===== src/rtl/lcd_com_pkg.sv =====
package lcd_com_pkg;

  // Drive-level codes presented per channel
  typedef enum logic [1:0] {
    LVL_SEL_POS  = 2'b00,
    LVL_SEL_NEG  = 2'b01,
    LVL_IDLE_LOW = 2'b10,
    LVL_IDLE_HI  = 2'b11
  } drive_lvl_e;

  localparam int unsigned CODE_W = 2;

  // Level selection for one channel; blanking wins over everything
  function automatic drive_lvl_e pick_level(input logic row_bit,
                                            input logic ac,
                                            input logic blank_n);
    drive_lvl_e lvl;
    if (!blank_n) begin
      lvl = LVL_SEL_NEG;
    end else begin
      unique case ({ac, row_bit})
        2'b01:   lvl = LVL_SEL_POS;
        2'b11:   lvl = LVL_SEL_NEG;
        2'b00:   lvl = LVL_IDLE_LOW;
        default: lvl = LVL_IDLE_HI;
      endcase
    end
    return lvl;
  endfunction

endpackage


===== src/rtl/lcd_rst_sync.sv =====
module lcd_rst_sync #(
  parameter int unsigned STAGES = 2
) (
  input  logic clk_n_edge,
  input  logic rst_n,
  output logic run
);
  logic [STAGES-1:0] sync_q;
  logic [STAGES-1:0] sync_d;

  always_comb begin
    sync_d = {sync_q[STAGES-2:0], 1'b1};
  end

  always_ff @(negedge clk_n_edge or negedge rst_n) begin
    if (!rst_n) begin
      sync_q <= '0;
    end else begin
      sync_q <= sync_d;
    end
  end

  assign run = sync_q[STAGES-1];
endmodule


===== src/rtl/lcd_shift_core.sv =====
module lcd_shift_core #(
  parameter int unsigned N_CH = 120
) (
  input  logic            clk,
  input  logic            rst_n,
  input  logic            shift_en,
  input  logic            dir_right,
  input  logic            split_mode,
  input  logic            ser_a,
  input  logic            ser_b,
  input  logic            ser_aux,
  output logic [N_CH-1:0] sr_q
);
  localparam int unsigned HALF = N_CH / 2;

  logic [N_CH-1:0] sr_d;

  // Next-state per stage: source when moving up, source when moving down
  for (genvar k = 0; k < N_CH; k++) begin : g_stage
    logic up_src;
    logic dn_src;

    if (k == 0) begin : g_up_head
      assign up_src = ser_a;
    end else if (k == HALF) begin : g_up_split
      assign up_src = split_mode ? ser_aux : sr_q[k-1];
    end else begin : g_up_body
      assign up_src = sr_q[k-1];
    end

    if (k == N_CH - 1) begin : g_dn_head
      assign dn_src = ser_b;
    end else if (k == HALF - 1) begin : g_dn_split
      assign dn_src = split_mode ? ser_aux : sr_q[k+1];
    end else begin : g_dn_body
      assign dn_src = sr_q[k+1];
    end

    assign sr_d[k] = dir_right ? up_src : dn_src;
  end

  always_ff @(negedge clk or negedge rst_n) begin
    if (!rst_n) begin
      sr_q <= '0;
    end else if (shift_en) begin
      sr_q <= sr_d;
    end
  end
endmodule


===== src/rtl/lcd_cascade_io.sv =====
module lcd_cascade_io (
  input  logic dir_right,
  input  logic stage_first,
  input  logic stage_last,
  output logic a_o,
  output logic a_oe,
  output logic b_o,
  output logic b_oe
);
  always_comb begin
    a_oe = !dir_right;
    b_oe = dir_right;
    a_o  = a_oe ? stage_first : 1'b0;
    b_o  = b_oe ? stage_last  : 1'b0;
  end
endmodule


===== src/rtl/lcd_level_enc.sv =====
module lcd_level_enc
  import lcd_com_pkg::*;
#(
  parameter int unsigned N_CH = 120
) (
  input  logic                   ac_phase,
  input  logic                   blank_n,
  input  logic [N_CH-1:0]        row_bits,
  output logic [CODE_W*N_CH-1:0] codes
);
  for (genvar k = 0; k < N_CH; k++) begin : g_chan
    drive_lvl_e lvl;
    always_comb begin
      lvl = pick_level(row_bits[k], ac_phase, blank_n);
    end
    assign codes[CODE_W*k +: CODE_W] = lvl;
  end
endmodule


===== src/rtl/lcd_com_scanner.sv =====
module lcd_com_scanner #(
  parameter int unsigned N_CH = 120
) (
  input  logic              shclk,
  input  logic              rst_n,
  input  logic              dir_right,
  input  logic              split_mode,
  input  logic              aux_in,
  input  logic              casc_a_i,
  output logic              casc_a_o,
  output logic              casc_a_oe,
  input  logic              casc_b_i,
  output logic              casc_b_o,
  output logic              casc_b_oe,
  input  logic              ac_phase,
  input  logic              blank_n,
  output logic [2*N_CH-1:0] level_code
);
  logic            run_q;
  logic [N_CH-1:0] sr_q;

  lcd_rst_sync #(.STAGES(2)) u_rst_sync (
    .clk_n_edge (shclk),
    .rst_n      (rst_n),
    .run        (run_q)
  );

  lcd_shift_core #(.N_CH(N_CH)) u_core (
    .clk        (shclk),
    .rst_n      (rst_n),
    .shift_en   (run_q),
    .dir_right  (dir_right),
    .split_mode (split_mode),
    .ser_a      (casc_a_i),
    .ser_b      (casc_b_i),
    .ser_aux    (aux_in),
    .sr_q       (sr_q)
  );

  lcd_cascade_io u_casc (
    .dir_right   (dir_right),
    .stage_first (sr_q[0]),
    .stage_last  (sr_q[N_CH-1]),
    .a_o         (casc_a_o),
    .a_oe        (casc_a_oe),
    .b_o         (casc_b_o),
    .b_oe        (casc_b_oe)
  );

  lcd_level_enc #(.N_CH(N_CH)) u_enc (
    .ac_phase (ac_phase),
    .blank_n  (blank_n),
    .row_bits (sr_q),
    .codes    (level_code)
  );
endmodule


===== config.mk =====
export PLATFORM = sky130hd
export DESIGN_NAME = lcd_com_scanner
export DESIGN_NICKNAME = d
export VERILOG_FILES = /design/src/rtl/lcd_com_pkg.sv /design/src/rtl/lcd_rst_sync.sv /design/src/rtl/lcd_shift_core.sv /design/src/rtl/lcd_cascade_io.sv /design/src/rtl/lcd_level_enc.sv /design/src/rtl/lcd_com_scanner.sv
export SDC_FILE = /design/constraint.sdc
export NUM_CORES = 1
export LEC_CHECK = 0
export BUFFER_PORTS_ARGS = -buffer_cell sky130_fd_sc_hd__buf_4
export CORE_MARGIN = 1
export CORE_UTILIZATION = 46
export CTS_BUF_LIST = sky130_fd_sc_hd__clkbuf_16
export DETAILED_ROUTE_END_ITERATION = 7
export GPL_TIMING_DRIVEN = 0
export HOLD_SLACK_MARGIN = 0.05
export PLACE_DENSITY_LB_ADDON = 0.12
export SYNTH_ARGS = -nofsm -noshare
export SYNTH_HDL_FRONTEND = slang
export SYNTH_SLANG_ARGS = --single-unit

===== constraint.sdc =====
create_clock -name shclk -period 2.99 [get_ports shclk]
set_clock_uncertainty 0.1 [all_clocks]
set_input_delay 0.299 -clock shclk [delete_from_list [all_inputs] [get_ports shclk]]
set_output_delay 0.299 -clock shclk [all_outputs]
set_load 0.005 [all_outputs]

* After elaboration in Yosys (flattened, before gate mapping)
Cells that the tools add are included.
** Operators by class
- Reduce and logical (&&, ||, !) cells :: 121
- Equality and inequality tests :: 240
- Multiplexer cells :: 364
** Operators with widths (number)
- $pmux 2 s3 :: 120
- $eq 2x1->1 const B :: 120
- $eq 2x2->1 const B :: 120
- $logic_not 2->1 :: 120
- $mux 2 :: 120
- $mux 1 :: 124
- $logic_not 1->1 :: 1
** Word-level totals
- Register bits :: 122

* Longest topological paths before layout
- Word-level depth :: 3
- Mapped depth :: 5
- Mapped depth without buffers :: 2

* By module
A second synthesis with hierarchy kept.
** Unflattened totals
- Cell total of the unflattened synthesis :: 785
- Area total of the unflattened synthesis :: 7460.9 sq um
** Modules (own cells, without submodules)
- lcd_shift_core :: instances 1, area each 5580.4 sq um, cells each 525
- lcd_level_enc :: instances 1, area each 1803.0 sq um, cells each 253
- lcd_rst_sync :: instances 1, area each 53.8 sq um, cells each 3
- lcd_cascade_io :: instances 1, area each 23.8 sq um, cells each 4

==> flow_summary.json <==
{
  "status": "finished, violations left",
  "violations": "negative setup slack",
  "cts.htree.levels": 4,
  "final_nets": 1116,
  "design_area_um2": 10500,
  "clockBufferDepth": 2,
  "worst_slack_ns": -0.00863,
  "clock_latency_ns": 0.39,
  "max_stage_delay_ns": 0.49,
  "drt-total-wl_mm": 18.7,
  "finalPower_w": 0.00466,
  "intPower_w": 0.00346,
  "finalSetupViolCount": 1,
  "seq_power_share_pct": 39.5,
  "finalHoldViolations": 0,
  "grt_use_total_pct": 21.8,
  "port_buffers": 250,
  "worst_pin_slew_ns": 0.522,
  "worstReg2RegStart": "u_rst_sync.sync_q[1]",
  "cp-start-kind": "flop",
  "die_y_um": 128,
  "avgRoutedWirePerCell_um": 14.1,
  "drv_slew": 0,
  "p_leak_nw": 4.82,
  "antenna_found_initial": 0,
  "cp_max_fo": 4,
  "slew_headroom_pct": 65.2,
  "grt_pass1_vias": 5220,
  "crit_start": "u_core.sr_q[3]",
  "coreArea_um2": 15400,
  "synth_top_area_cell": "dfrtn_1",
  "grt.met3_usage_pct": 5.22,
  "worstHoldPathType": "reg -> reg",
  "use_met1_pct": 29.8,
  "areaGrowthSynthToFinish_pct": 43.5,
  "switching_share_pct": 25.7,
  "p_sw_w": 0.00120,
  "cts.sinks": 122,
  "power_density_nw_per_um2": 443,
  "dpl_cell_area_um2": 9540,
  "maxCapViolCount": 0,
  "antenna_cells": 0,
  "drive_gt1_share_pct": 44.7,
  "critPathArrivalTime_ns": 2.60,
  "synth_nets": 794,
  "grt_pass1_wl_mm": 27.9,
  "drt_iter0_markers": 355,
  "drt-pass1-iter-count": 4,
  "rsz0062_at_grt": "yes",
  "synth_warnings": 0,
  "grtUsageMet2_pct": 34.3,
  "drc_errors": 0,
  "pwr-share-comb_pct": 19.1,
  "yosysSeqAreaShare_pct": 41.6,
  "syn_area_per_cell_um2": 9.34,
  "grt_overflow": 0,
  "synth-seq-cells": 122,
  "yosys-top-cells-area": "dfrtn_1, mux2i_1, buf_4, nor2b_1, a21oi_1",
  "vias": 6280,
  "synth.distinct_cells": 18,
  "fill_cells": 1273,
  "cp-end-kind": "output port",
  "cts_root_buf": "clkbuf_16",
  "crit_type": "reg -> out",
  "netlist_instances": 785,
  "dp_hpwl_mm": 12.9,
  "start_util_pct": 47.7,
  "min_from": "u_rst_sync.sync_q[0]",
  "grt_start_max_net_pins": 109,
  "clkTransAtPathRegs_ns": 0.04,
  "ioPinCount": 253,
  "die_w_um": 128,
  "pre_cts_slack_ns": 0.0278,
  "busiest_layer": "met2",
  "ctsHoldBuffers": 0,
  "ant_nets": 0,
  "cts_tree": "done",
  "dieArea_um2": 16500,
  "cp_slowest_cell": "dfrtn_1",
  "place_congestion": 0.765,
  "cts-buffers-inserted": 17,
  "path_cells": "nor2b_1 -> buf_4",
  "whs_ns": 0.207,
  "netlist.area_leader.share_pct": 41.6,
  "row_count": 45,
  "clockPowerShare_pct": 41.5,
  "vias_per_cell": 4.72,
  "synth_area_um2": 7330,
  "critPathRequiredTime_ns": 2.59,
  "ir_worst_vdd_uv": 371
}
## state kept, by name, indices dropped and copies added (netlist names)
| signal | cells |
|---|---|
| u_rst_sync.sync_q | 2 |
| u_core.sr_q | 120 |
## repair_timing
action | CTS | global route
setup buffers | 8 | 43
endpoints found under the setup margin | 13 | 48
hold endpoints to repair | 0 | 0
resized for setup | 9 | 7
## critical path, delay by kind of cell (launching register included)
kind / cells / cell delay (ns)
buffers and inverters: 1 / 0.14
DFF: 1 / 0.49
and+or+nand+nor: 1 / 0.08
## cell usage in the layout, fill, tap and decap left out, drive strengths merged
cell	n
conb	1
nor2	118
nand3	1
clkinv	9
inv	1
clkbuf	37
nor2b	121
clkinvlp	3
nand2b	5
nand3b	1
mux2i	120
and2	1
buf	456
bufinv	2
dfrtn	122
o211ai	2
nand2	1
a21oi	118
## worst paths after layout
check / slack (ns) / cells past startpoint / to
max: -0.009 / 2 / level_code[7]
min in group asynchronous: 1.13 / 1 / u_core.sr_q[104]
max reg2reg: 1.33 / 4 / u_core.sr_q[91]
max in group asynchronous: 0.91 / 2 / u_core.sr_q[39]
min: 0.21 / 0 / u_rst_sync.sync_q[1]
min reg2reg: 0.21 / 0 / u_rst_sync.sync_q[1]
## cell type report
cell class / instances / area (µm²) / area share, %
inverters: 1 / 3.75 / 0.0357
clock inverters: 14 / 133 / 1.26
repair buffers: 303 / 2320 / 22.1
plain buffers: 173 / 1210 / 11.5
flip-flops and latches: 122 / 3050 / 29.0
well taps: 211 / 264 / 2.51
multi-input cells: 489 / 3110 / 29.6
clock buffers: 17 / 425 / 4.04
## metal layers
layer | part of all wire (%) | vias up
met5 | 0 | -
met4 | 0.80 | 0
li1 | - | 3108
met2 | 49 | 207
met3 | 5.6 | 14
met1 | 45 | 2951
## Yosys cell counts
| master | number |
|---|---|
| buf_4 | 126 |
| dfrtn_1 | 122 |
| nor2b_1 | 121 |
| mux2i_1 | 120 |
| a21oi_1 | 118 |
| nor2_1 | 118 |
| buf_2 | 21 |
| clkbuf_1 | 20 |
| buf_8 | 5 |
| nand2b_1 | 5 |
| o211ai_1 | 2 |
| and2_1 | 1 |
| buf_6 | 1 |
| conb_1 | 1 |
| inv_1 | 1 |
| nand2_1 | 1 |
| nand3_1 | 1 |
| nand3b_1 | 1 |
## cell families (layout without fill, tap and decap cells)
logic type | after synthesis | count (layout) | share of synthesized area, %
and+or+nand+nor | 248 | 248 | 17.1
AOI/OAI and AO/OA | 120 | 120 | 8.26
muxes | 120 | 120 | 16.4
buffers and inverters | 174 | 508 | 16.6
DFF | 122 | 122 | 41.6
other | 1 | 1 | 0.0511
## power groups by stage
stage / combinational [W] / sequential [W] / clock, W
finish: 0.000888 / 0.00184 / 0.00193
global route: 0.000965 / 0.00185 / 0.00205
CTS: 0.000806 / 0.00185 / 0.00197
detailed placement: 0.000774 / 0.00188 / 0
global placement: 0.000771 / 0.00188 / 0
floorplan: 0.000462 / 0.00184 / 0
## through the flow
stage          cells  util (%)   TNS, ns
2_1_floorplan    785         -         0
3_3_place_gp    1246      61.7    -33.67
3_5_place_dp    1248      62.1         0
4_1_cts         1287      66.2         0
5_1_grt         1330      68.5    -0.193
6_report        1330      68.5  -0.00863
No activity file was read; power rests on OpenSTA's default activity.
